<file path="config.mk">
export PLATFORM = sky130hd
export DESIGN_NAME = pport_regs
export DESIGN_NICKNAME = d
export VERILOG_FILES = /design/src/rtl/pport_pkg.sv /design/src/rtl/pport_sync.sv /design/src/rtl/pport_ctrl.sv /design/src/rtl/pport_irq.sv /design/src/rtl/pport_regs.sv
export SDC_FILE = /design/constraint.sdc
export NUM_CORES = 1
export LEC_CHECK = 0
export BUFFER_PORTS_ARGS = -buffer_cell sky130_fd_sc_hd__buf_2
export CAP_MARGIN = 20
export CORE_MARGIN = 1
export CORE_UTILIZATION = 38
export DETAILED_ROUTE_END_ITERATION = 10
export PLACE_DENSITY = 0.72
export SYNTH_ARGS = -nofsm -noshare
export SYNTH_HDL_FRONTEND = slang
export SYNTH_SLANG_ARGS = --single-unit
export TNS_END_PERCENT = 100
</file>
<file path="constraint.sdc">
create_clock -name clk -period 1.04 [get_ports clk]
set_clock_uncertainty 0.2 [all_clocks]
set_input_delay 0.208 -clock clk [delete_from_list [all_inputs] [get_ports clk]]
set_output_delay 0.208 -clock clk [all_outputs]
set_load 0.02 [all_outputs]
</file>
<file path="src/rtl/pport_pkg.sv">
package pport_pkg;

    typedef logic [2:0] pmode_t;

    localparam pmode_t MODE_COMPAT   = 3'b000;
    localparam pmode_t MODE_FIFO_FWD = 3'b010;

    // Stored control bits, bit 5 down to bit 0
    typedef struct packed {
        logic bus_in;
        logic irq_en;
        logic selin;
        logic init;
        logic autofd;
        logic strobe;
    } ctrl_t;

    localparam int CTRL_W   = $bits(ctrl_t);
    localparam int STAT_PINS = 5;

endpackage

</file>
<file path="src/rtl/pport_sync.sv">
module pport_sync #(
    parameter int W      = 5,
    parameter int STAGES = 2
) (
    input  logic         clk,
    input  logic         rst_n,
    input  logic [W-1:0] din,
    output logic [W-1:0] dout
);
    logic [STAGES-1:0][W-1:0] stg_d, stg_q;

    always_comb begin
        stg_d[0] = din;
        for (int i = 1; i < STAGES; i++) begin
            stg_d[i] = stg_q[i-1];
        end
    end

    always_ff @(posedge clk or negedge rst_n) begin
        if (!rst_n) stg_q <= '0;
        else        stg_q <= stg_d;
    end

    assign dout = stg_q[STAGES-1];
endmodule

</file>
<file path="src/rtl/pport_ctrl.sv">
module pport_ctrl
    import pport_pkg::*;
(
    input  logic              clk,
    input  logic              rst_n,
    input  logic              wr_hit,
    input  logic [CTRL_W-1:0] wr_bits,
    input  pmode_t            mode,
    output ctrl_t             ctrl_o,
    output logic              bus_in_o
);
    ctrl_t ctrl_d, ctrl_q;

    always_comb begin
        ctrl_d = ctrl_q;
        if (wr_hit) ctrl_d = ctrl_t'(wr_bits);
        // compatibility mode pins the direction bit to output
        if (mode == MODE_COMPAT) ctrl_d.bus_in = 1'b0;
    end

    always_ff @(posedge clk or negedge rst_n) begin
        if (!rst_n) ctrl_q <= '0;
        else        ctrl_q <= ctrl_d;
    end

    assign ctrl_o   = ctrl_q;
    assign bus_in_o = (mode == MODE_COMPAT || mode == MODE_FIFO_FWD) ? 1'b0 : ctrl_q.bus_in;
endmodule

</file>
<file path="src/rtl/pport_irq.sv">
module pport_irq (
    input  logic clk,
    input  logic rst_n,
    input  logic ack_s,
    input  logic irq_en,
    output logic irq_o
);
    typedef struct packed {
        logic ack_prev;
        logic irq;
    } irq_st_t;

    irq_st_t st_d, st_q;

    always_comb begin
        st_d.ack_prev = ack_s;
        st_d.irq      = irq_en & ack_s & ~st_q.ack_prev;
    end

    always_ff @(posedge clk or negedge rst_n) begin
        if (!rst_n) st_q <= '0;
        else        st_q <= st_d;
    end

    assign irq_o = st_q.irq;
endmodule

</file>
<file path="src/rtl/pport_regs.sv">
module pport_regs
    import pport_pkg::*;
#(
    parameter int ADDR_W      = 3,
    parameter int SYNC_STAGES = 2,
    parameter int STATUS_OFS  = 1,
    parameter int CTRL_OFS    = 2
) (
    input  logic              clk,
    input  logic              rst_n,
    input  logic [ADDR_W-1:0] addr,
    input  logic              rd_en,
    input  logic              wr_en,
    input  logic [7:0]        wr_data,
    output logic [7:0]        rd_data,
    input  logic [2:0]        mode,
    input  logic              busy_i,
    input  logic              ack_n_i,
    input  logic              paper_err_i,
    input  logic              select_i,
    input  logic              fault_n_i,
    output logic              strobe_n_o,
    output logic              autofd_n_o,
    output logic              init_n_o,
    output logic              selin_n_o,
    output logic              bus_in_o,
    output logic              irq_o
);
    localparam logic [ADDR_W-1:0] STAT_A = ADDR_W'(STATUS_OFS);
    localparam logic [ADDR_W-1:0] CTRL_A = ADDR_W'(CTRL_OFS);

    logic [STAT_PINS-1:0] pins_raw, pins_s;
    ctrl_t                ctrl;
    logic                 unused_hi;

    assign unused_hi = ^wr_data[7:6];
    assign pins_raw  = {busy_i, ack_n_i, paper_err_i, select_i, fault_n_i};

    generate
        if (SYNC_STAGES > 0) begin : g_sync
            pport_sync #(.W(STAT_PINS), .STAGES(SYNC_STAGES)) u_sync (
                .clk  (clk),
                .rst_n(rst_n),
                .din  (pins_raw),
                .dout (pins_s)
            );
        end else begin : g_nosync
            assign pins_s = pins_raw;
        end
    endgenerate

    pport_ctrl u_ctrl (
        .clk     (clk),
        .rst_n   (rst_n),
        .wr_hit  (wr_en && addr == CTRL_A),
        .wr_bits (wr_data[CTRL_W-1:0]),
        .mode    (pmode_t'(mode)),
        .ctrl_o  (ctrl),
        .bus_in_o(bus_in_o)
    );

    pport_irq u_irq (
        .clk   (clk),
        .rst_n (rst_n),
        .ack_s (pins_s[3]),
        .irq_en(ctrl.irq_en),
        .irq_o (irq_o)
    );

    assign strobe_n_o = ~ctrl.strobe;
    assign autofd_n_o = ~ctrl.autofd;
    assign init_n_o   =  ctrl.init;
    assign selin_n_o  = ~ctrl.selin;

    always_comb begin
        rd_data = 8'h00;
        if (rd_en) begin
            if (addr == STAT_A)      rd_data = {~pins_s[4], pins_s[3:0], 3'b111};
            else if (addr == CTRL_A) rd_data = {2'b11, ctrl};
        end
    end
endmodule

</file>
After elaboration in Yosys (flattened, before gate mapping):

Cells that the tools add are included.
W data, S select, Z words.

* reductions and logical operators: 4
* mux-type cells: 6
* bitwise gates (word level): 7
* equality and inequality tests: 3

Operators by type and width (number)
* $mux W8: 3
* $eq A3 B2 Y1 const B: 2
* $mux W6: 1
* $not A1 Y1: 5
* $eq A3 B1 Y1 const B: 1
* $logic_not A3 Y1: 1
* $and A1 B1 Y1: 2
* $mux W1: 2
* $reduce_bool A2 Y1: 1
* $logic_and A1 B1 Y1: 1
* $logic_or A1 B1 Y1: 1

* output and inout bits: 14
* register bits after elaboration: 18
* logic and storage cells: 30

Logic depth before layout (Yosys ltp):

Gate-level depths: netlist of run 1.

* word-level depth: 4
* mapped depth: 4

By module:

A second synthesis of run 1 with hierarchy kept.

* cell total of the unflattened synthesis: 58
* area total of the unflattened synthesis: 747.0 sq um

By module, submodules not included
* pport_ctrl: instances 1, sequential area each 150.1 sq um, area each 262.8 sq um, cells an instance 16
* pport_sync: instances 1, sequential area each 250.2 sq um, area each 250.2 sq um, cells an instance 10
* pport_regs: instances 1, sequential area each 0.0 sq um, area each 175.2 sq um, cells an instance 29
* pport_irq: instances 1, sequential area each 50.0 sq um, area each 58.8 sq um, cells an instance 3

Worst setup path after synthesis of run 1:

OpenSTA, ideal clock, no wires.

* path type: input-to-output
* from: input addr[0]
* to: output rd_data[3]
* setup slack: -0.282 ns
* data arrival time: 0.914 ns
* cell stages on the path: 4
* path buffers: 1
* data required time: 0.632 ns
* cells stage by stage: and2b_2 buf_2 a22oi_1 nor2_1

* word-level cells in the longest chain between the ends: 4

Ends and longest elaborated chain
* from (decl): line pport_regs.sv:11 `input logic [ADDR_W-1:0] addr,`
* $eq A3 B2 Y1: line pport_regs.sv:79 `else if (addr == CTRL_A) rd_data = {2'b11, ctrl};`
* $mux W8: line pport_regs.sv:79
* $mux W8 *: line pport_regs.sv:78 `if (addr == STAT_A) rd_data = {~pins_s[4], pins_s[3:0], 3'b111};`
* $mux W8 *: line pport_regs.sv:77 `if (rd_en) begin`
* to (decl): line pport_regs.sv:15 `output logic [7:0] rd_data,`

Every way passes the cells marked *; elsewhere a longest branch is shown, timed or not.

Final worst setup path of run 1:

* from: register u_ctrl.ctrl_q, in the netlist u_ctrl.ctrl_o[4]
* to: output rd_data[4]

* word-level cells in the longest chain between the ends: 3

Ends and longest elaborated chain
* from (decl): line pport_ctrl.sv:12 `ctrl_t ctrl_d, ctrl_q;`
* from (signal assigned): line pport_ctrl.sv:23 `else ctrl_q <= ctrl_d;`
* $mux W8: line pport_regs.sv:79
* $mux W8: line pport_regs.sv:78
* $mux W8: line pport_regs.sv:77

No other way between the ends.

==> results of run 1 <==
-- cells by family after synthesis --
kind of cell	after synthesis
multiplexers	3
buffers and inverters	8
flip-flops	18
AND/OR/NAND/NOR	19
AO/OA/AOI/OAI	12
-- synthesized netlist by cell type, drive strengths merged --
| cell type | instances | share of area [%] |
|---|---|---|
| mux2 | 2 | 4.3 |
| a21oi | 5 | 3.6 |
| and4bb | 1 | 1.8 |
| nor3 | 1 | 0.72 |
| dfrtp | 18 | 65 |
| a22oi | 3 | 3.2 |
| nand2b | 1 | 0.90 |
| nand2 | 4 | 2.2 |
| o21ai | 3 | 2.2 |
| and2b | 1 | 1.3 |
| buf | 4 | 3.6 |
| nor2 | 10 | 5.4 |
| mux2i | 1 | 1.4 |
| nor2b | 1 | 1.3 |
| inv | 4 | 2.2 |
| o21a | 1 | 1.1 |
-- how the worst max path moves through the flow --
stage               cells past startpoint             start    endpoint  slack (ps)
detailed placement                      5           addr[1]  rd_data[5]        -430
global placement                        5           addr[0]  rd_data[5]        -440
CTS                                     3  u_ctrl.ctrl_o[4]  rd_data[4]        -450
floorplan                               4           addr[0]  rd_data[4]        -170
finish                                  3  u_ctrl.ctrl_o[4]  rd_data[4]        -440
global route                            3  u_ctrl.ctrl_o[5]  rd_data[5]        -500
-- routing by layer --
| metal | vias to the layer above | routed length, µm |
|---|---|---|
| met5 | - | 0 |
| met2 | 25 | 791 |
| met3 | 2 | 65 |
| li1 | 304 | - |
| met1 | 295 | 642 |
| met4 | 0 | 15 |
-- flip-flops by register name, indices dropped and copies added, names as in the netlist --
| name | cells |
|---|---|
| u_ctrl.ctrl_o | 6 |
| g_sync.u_sync.dout | 5 |
| g_sync.u_sync.stg_d | 5 |
| u_irq.irq_o | 1 |
| u_irq.st_q | 1 |
-- layout make-up --
class	count	area, µm²	share of cell area [%]
multi-input combinational	34	285	22.4
sequential	18	450	35.4
clock buffer	4	36.3	2.85
inverter	4	17.5	1.38
tap	25	31.3	2.46
timing repair buffer	55	453	35.6
-- critical path, cell delays in order (launching register included) --
cell and delay (ps):
dfrtp_1 410, a22oi_2 210, nor2_4 50, buf_6 120
-- stage by stage --
step	hold WS [ps]	power, W	std cells	cell area [µm²]
floorplan	-288	0.00102	60	761
global placement	-50.8	0.00117	123	990
detailed placement	-46.4	0.00118	123	990
CTS	-62.1	0.00178	139	1260
global route	-63.3	0.00187	140	1270
finish	-52.1	0.00178	140	1270
-- report_power, final --
group	total, W	internal [W]	leakage [nW]	switching [W]
registers	0.000815	0.000770	0.216	0.0000456
clock network	0.000416	0.000213	0.0210	0.000203
logic	0.000548	0.000313	0.362	0.000235
total	0.00178	0.00130	0.599	0.000483
-- repair_timing --
action | in CTS | in global routing
setup buffers | 3 | 2
resized for setup | 40 | 2
setup endpoints to repair | 16 | 19
hold endpoints to repair | 29 | 3
pin swaps | 10 | 2
==> impl_metrics.toml, run 1 <==
[finish]
layout.cells.most_common_list = "20 x buf_2, 18 x dfrtp_1, 18 x buf_6, 9 x dlygate4sd3_1, 8 x buf_4"
final_common_cell = "buf_2"
drive_gt1_share_pct = 63.5
fin_nets = 139
fillCellCount = 120
antennaDiodeCount = 0
syn_to_final_growth_pct = 83.4
post-route-util_pct = 73.8

[sta]
period_share_pct = 142
tns_ps = -5320
hold_viol_final = 3
max_slew_margin_pct = 74.6
fmax_mhz = 676
final_max_slew_viol_count = 0
setup_violations = 16
tightest_slew_ps = 380
setup_slack_ps = -438
rsz0062_at_grt = "yes"
fin_hold_ws_ps = -52.1
period_minus_slack_ps = 1480

[logic_synthesis]
synthAdderAreaFrac_pct = 0
yosysSeqAreaShare_pct = 64.9
synth_cell_types = 18
ys_warn_count = 0
synth_simple_gate_area_share_pct = 13.5
synth_seq_cells = 18
postSynthCellCount = 60
syn_area_um2 = 694
synth_xor_area_share_pct = 0
syn-num-nets = 83
synth.avg_cell_area_um2 = 11.6
synth_top_family_by_area = "simple AND/OR/NAND/NOR gates"
synth_compound_area_share_pct = 10.1
synth_mux_area_share_pct = 5.77

[routing]
drt-wirelength-per-cell_um = 10.8
drc = 0
drtIter0Drc = 1
num_vias = 626
viasPerCell = 4.47
ant_nets = 0
firstDrtPassIters = 3
totalWireLength_mm = 1.51

[global_routing]
grt_pass1_wl_mm = 2.40
top_usage_layer = "met2"
track_usage_pct = 17.0
grt_use_met3_pct = 3.60
antenna_found_initial = 0
grt_max_degree = 19
grtUsageMet1_pct = 19.9
overflow = 0
grt_pass1_vias = 629
met2_usage_pct = 30.0

[run]
max_cap_violations = 0

[cts]
cts_tree = "built"
htreeDepth = 1
cts-root-buf = "clkbuf_4"
clk_path_buf_depth = 2
clock-sinks = 18
path_clk_slew_ps = 90
cts_buffers = 3
postCtsHoldBufs = 9
clk-insertion-delay-late_ps = 290

[critical_path]
criticalPathCategory = "reg -> out"
r2r_start = "u_ctrl.ctrl_o[4]"
r2r_cells = 3
crit_path_start_kind = "flop"
critical_path.max_fanout = 2
critPathRequiredTime_ps = 630
cp-end-kind = "output pin"
rr_endpoint = "u_ctrl.ctrl_o[4]"
r2r_setup_slack_ps = -170
cp_data_arrival_time_ps = 1070

[die]
initial_core_util_pct = 40.2
num_rows = 15
die_area_um2 = 2000
core-area_um2 = 1730
io_pins = 37
die_x_um = 44.8
die_y_um = 44.8

[outcome]
status = "finished, violations left"
violations = "negative hold slack, negative setup slack"

[placement]
globalplace.congestion = 0.623
port-buffer-count = 34
dp_slack_ps = -427
dpl.hpwl_um = 994

[worst_hold_path]
hold_depth = 2
min_to = "u_ctrl.ctrl_o[4]"
hold_path.startpoint = "wr_data[4]"
hold_class = "in -> reg"

[power_and_ir_drop]
peakVddDrop_mv = 1.14
leakage_nw = 0.599
power.density_nw_per_um2 = 1400
Note: power is estimated with default switching activity, not from simulation.
==> run 2, diff against run 1 <==
--- a/config.mk
+++ b/config.mk
@@ -8,9 +8,9 @@
 export BUFFER_PORTS_ARGS = -buffer_cell sky130_fd_sc_hd__buf_2
 export CAP_MARGIN = 20
 export CORE_MARGIN = 1
-export CORE_UTILIZATION = 38
+export CORE_UTILIZATION = 42
 export DETAILED_ROUTE_END_ITERATION = 10
-export PLACE_DENSITY = 0.72
+export PLACE_DENSITY = 0.76
 export SYNTH_ARGS = -nofsm -noshare
 export SYNTH_HDL_FRONTEND = slang
 export SYNTH_SLANG_ARGS = --single-unit
==> constraint.sdc (replaced) <==
create_clock -name clk -period 1.5 [get_ports clk]
set_clock_uncertainty 0.2 [all_clocks]
set_input_delay 0.3 -clock clk [delete_from_list [all_inputs] [get_ports clk]]
set_output_delay 0.3 -clock clk [all_outputs]
set_load 0.02 [all_outputs]
==> run 2 against run 1 <==
  * The run ends with negative setup slack left
  * First-iteration DRC count grew to 3.0 times the previous value
  * Final area is 13% lower
  * Routed wire length is 7.2% higher
  * Flip-flop and latch count stayed put
  * Non-clock buffer count is 9 lower
  * Largest cell class is now sequential cells
==> impl_metrics.toml, run 2 (synthesized netlist as in run 1, its figures left out) <==
[outcome]
status = "finished, violations left"
violations = "negative setup slack"

[sta]
hold_viol_final = 0
fmax_mhz = 632
final_max_slew_viol_count = 0
rsz0062_at_grt = "yes"
tns_ps = -548
max_slew_margin_pct = 73.2
period_share_pct = 106
tightest_slew_ps = 402
setup_slack_ps = -83.4
setup_violations = 9
period_minus_slack_ps = 1580

[critical_path]
cp-end-kind = "output pin"
cpMaxStageDelayCell = "and2b_4"
critPathRequiredTime_ps = 1000
cpPeakStageDelay_ps = 330
cp_data_arrival_time_ps = 1080
crit_family = "simple AND/OR/NAND/NOR gates"
path_cells = "buf_6 -> and2b_4 -> a22oi_2 -> nor2_2 -> buf_6"
critical_path.max_fanout = 8
crit_path_start_kind = "input pin"
criticalPathCategory = "in -> out"
cp_common_cell = "buf_6"
critPathBufInv = 2

[cts]
clk-insertion-delay-late_ps = 280
cts_buffers = 3
cts-root-buf = "clkbuf_4"
htreeDepth = 1
path_clk_slew_ps = 100
clk_path_buf_depth = 2
clock-sinks = 18
cts_tree = "built"

[global_routing]
antenna_found_initial = 0
overflow = 0
grt_max_degree = 19
grt_pass1_wl_mm = 2.67
track_usage_pct = 20.0
grt_pass1_vias = 643
top_usage_layer = "met2"
met2_usage_pct = 37.3
grt_use_met3_pct = 2.98
grtUsageMet1_pct = 21.4

[placement]
dp_slack_ps = -108
dpl.hpwl_um = 980
place_inst = 107
port-buffer-count = 34
globalplace.congestion = 0.680
dpl_cell_area_um2 = 875

[routing]
drt-wirelength-per-cell_um = 13.3
num_vias = 608
firstDrtPassIters = 4
ant_nets = 0
drtIter0Drc = 3
drc = 0
totalWireLength_mm = 1.62
viasPerCell = 4.98

[die]
io_pins = 37
core-area_um2 = 1520
die_area_um2 = 1820
die_x_um = 42.7
die_y_um = 42.7
initial_core_util_pct = 45.6
num_rows = 14

[finish]
syn_to_final_growth_pct = 58.9
fin_nets = 130
layout.cells.most_common_list = "22 x buf_2, 18 x dfrtp_1, 12 x buf_4, 7 x nor2_1"
final_cells = 122
antennaDiodeCount = 0
largest_register_ffs = 6
fillCellCount = 106
drive_gt1_share_pct = 57.5
stdcell_area_um2 = 1100
final_common_cell = "buf_2"

[power_and_ir_drop]
p_sw_w = 0.000303
power.internal_w = 0.000827
p_comb_share_pct = 24.9
power.density_nw_per_um2 = 1020
leakage_nw = 0.543
p_clk_share_pct = 25.2
swShare_pct = 26.8
seqPwrFrac_pct = 49.9
finalPower_w = 0.00113
peakVddDrop_mv = 0.777

[run]
max_cap_violations = 0

[worst_hold_path]
hold_class = "in -> reg"
-- run 2: cell types whose count changed in the layout (fill, tap and decap cells not counted), sizes merged --
cell / previous run / this run
buf: 46 / 40
dlygate4sd3: 9 / 6
-- run 2: cell type report --
cell class	instances	area (µm²)	area share (%)
Sequential cell	18	450	40.8
Tap cell	16	20.0	1.81
Multi-Input combinational cell	34	254	23.0
Clock buffer	4	36.3	3.29
Timing Repair Buffer	46	328	29.7
Inverter	4	15.0	1.36
-- run 2: final timing paths --
kind	start	endpoint	slack [ps]	cells past startpoint
setup / recovery	addr[0]	rd_data[4]	-80	5
hold / removal	wr_data[1]	u_ctrl.ctrl_o[1]	30	3
setup reg to reg	u_ctrl.ctrl_o[4]	u_ctrl.ctrl_o[4]	280	3
hold reg to reg	g_sync.u_sync.stg_d[8]	g_sync.u_sync.dout[3]	160	0
max in group asynchronous	rst_n	u_irq.irq_o	550	2
min in group asynchronous	rst_n	g_sync.u_sync.dout[0]	270	2
-- run 2: power by group through the flow --
stage,Combinational [W],Clock (W),Sequential [W]
after floorplan,0.000111,0,0.000573
after global placement,0.000192,0,0.000566
after detailed placement,0.000198,0,0.000568
after CTS,0.000257,0.000296,0.000562
after global routing,0.000302,0.000314,0.000569
final,0.000281,0.000285,0.000563
-- run 2: per-layer routing --
metal | up-vias | part of all wire (%)
li1 | 287 | -
met1 | 293 | 38
met2 | 24 | 56
met3 | 4 | 3.7
met4 | 0 | 1.5
met5 | - | 0
-- run 2: what timing repair did --
item,4_1_cts,5_1_grt
gates resized for setup,22,7
setup endpoints to repair,8,10
buffers inserted,4,1
hold endpoints to repair,23,0
hold buffers,6,0
pin swaps,4,3
-- run 2: worst reg2reg max path, stage by stage, from the launching register on --
cell	delay [ps]
dfrtp_1	400
buf_4	140
buf_4	120
mux2_4	260
-- run 2: metrics by stage --
step	hold WS, ps	util, %
floorplan	-196	-
global placement	36.6	57.4
detailed placement	43.8	57.4
CTS	17.2	70.5
global route	36.8	72.4
finish	30.3	72.4
==> run 3, diff against run 2 <==
==> constraint.sdc (replaced) <==
create_clock -name clk -period 1.5 [get_ports clk]
set_clock_uncertainty 0.2 [all_clocks]
set_input_delay 0 -clock clk [delete_from_list [all_inputs] [get_ports clk]]
set_output_delay 0 -clock clk [all_outputs]
set_load 0.02 [all_outputs]
==> run 3 against run 2 <==
  * The run now ends clean
  * Via count decreased by 1.5%
  * Clock power increased by 2%
  * Global-route usage decreased by 2.0 points
  * Non-clock buffer count increased by 3
  * Core utilization decreased by 3.8 points
  * Sequential share of layout area increased by 2.2 points
  * Combinational power decreased by 21%
  * Critical path depth unchanged
  * Routed wire length decreased by 16%
  * Sequential power decreased by 1%
  * Register-to-register slack improved by 240 ps
  * Flip-flop and latch count unchanged
==> impl_metrics.toml, run 3 (synthesized netlist as in run 1, its figures left out) <==
[outcome]
status = "finished, final reports clean"

[sta]
rsz0062_at_grt = "no"
max_slew_margin_pct = 74.5
period_minus_slack_ps = 1450
setup_violations = 0
fmax_mhz = 691
hold_viol_final = 0
tightest_slew_ps = 383
period_share_pct = 96.5
final_max_slew_viol_count = 0
tns_ps = 0

[cts]
ctsResizeCount = 0
htreeDepth = 1
cts_tree = "built"
clock-sinks = 18
path_clk_slew_ps = 100
cts-root-buf = "clkbuf_4"
clk_path_buf_depth = 2
clk-insertion-delay-late_ps = 290
cts_buffers = 3

[placement]
dpl.hpwl_um = 910
place_inst = 106
port-buffer-count = 34
globalplace.congestion = 0.652

[global_routing]
grt_max_degree = 19
overflow = 0
grt_pass1_vias = 591
antenna_found_initial = 0
grt_pass1_wl_mm = 2.46
track_usage_pct = 18.0

[finish]
syn_to_final_growth_pct = 50.6
drive_gt1_share_pct = 38.5
final_cells = 125
antennaDiodeCount = 0
largest_register_ffs = 6
layout.cells.most_common_list = "34 x buf_2, 18 x dfrtp_1, 15 x dlygate4sd3_1, 10 x nor2_1, 5 x a21oi_1"
fin_nets = 133
final_common_cell = "buf_2"

[critical_path]
cp-end-kind = "flop"
cp_data_arrival_time_ps = 1430
criticalPathCategory = "in -> reg"
critical_path.max_fanout = 1
crit_path_start_kind = "input pin"
critPathRequiredTime_ps = 1480

[die]
die_y_um = 42.7
io_pins = 37
die_area_um2 = 1820
num_rows = 14
core-area_um2 = 1520
die_x_um = 42.7
initial_core_util_pct = 45.6

[routing]
num_vias = 599
firstDrtPassIters = 3
drtIter0Drc = 6
totalWireLength_mm = 1.36
drc = 0
viasPerCell = 4.79
ant_nets = 0
drt-wirelength-per-cell_um = 10.9

[power_and_ir_drop]
finalPower_w = 0.00107
leakage_nw = 0.539
power.density_nw_per_um2 = 1020
peakVddDrop_mv = 0.666

[worst_hold_path]
hold_class = "in -> reg"

[run]
max_cap_violations = 0
==> run 3: cell count changes in the layout (fill, tap and decap cells not counted), moves of 5 or more <==
cell,change
buf_6,-6
a21oi_2,-5
buf_4,-12
a21oi_1,+5
buf_2,+12
dlygate4sd3_1,+9
==> run 3: layout make-up <==
cell class | count | area (µm²)
Clock buffer | 4 | 36.3
Fill cell | 123 | 478
Inverter | 4 | 15.0
Multi-Input combinational cell | 34 | 204
Sequential cell | 18 | 450
Tap cell | 16 | 20.0
Timing Repair Buffer | 49 | 320
==> run 3: metrics by stage <==
step / cell area, µm² / hold slack (ps) / utilization (%) / setup slack [ps]
floorplan: 694 / -496 / - / 452
global placement: 860 / -260 / 56.4 / 251
detailed placement: 860 / -255 / 56.4 / 236
CTS: 1050 / 76.9 / 68.6 / 97.7
global route: 1050 / 125 / 68.6 / 36.9
finish: 1050 / 81.2 / 68.6 / 52.0
==> run 3: final timing paths <==
kind	end	cells after the start	from	slack (ps)
setup / recovery	u_ctrl.ctrl_o[5]	5	mode[1]	50
setup reg to reg	u_ctrl.ctrl_o[4]	1	u_ctrl.ctrl_o[4]	520
hold reg to reg	g_sync.u_sync.dout[4]	0	g_sync.u_sync.stg_d[9]	150
hold / removal	u_ctrl.ctrl_o[1]	4	addr[2]	80
max in group asynchronous	u_ctrl.ctrl_o[5]	3	rst_n	310
min in group asynchronous	u_irq.st_q[1]	3	rst_n	500
==> run 3: worst max-delay path, stage by stage <==
cell and delay, ps:
dlygate4sd3_1 540, buf_2 120, nor3_1 160, dlygate4sd3_1 570
nor2_1 40
==> run 3: timing repair <==
item,in CTS,in global routing
hold buffers,15,0
setup buffers,0,0
setup endpoints to repair,0,0
endpoints found under the hold margin,29,0
==> run 3: per-layer routing <==
layer / vias up / routed length, µm / share of wire (%) / GRT usage (%)
met2: 23 / 702 / 52 / 29.7
li1: 294 / - / - / -
met3: 0 / 89 / 6.5 / 6.81
met1: 282 / 569 / 42 / 22.4
met4: 0 / 0 / 0 / 3.75
met5: - / 0 / 0 / 0
==> run 3: power by group <==
group	internal, W	switching, W
clock	0.000148	0.000144
sequential	0.000533	0.0000240
combinational	0.000107	0.000115
total	0.000788	0.000283
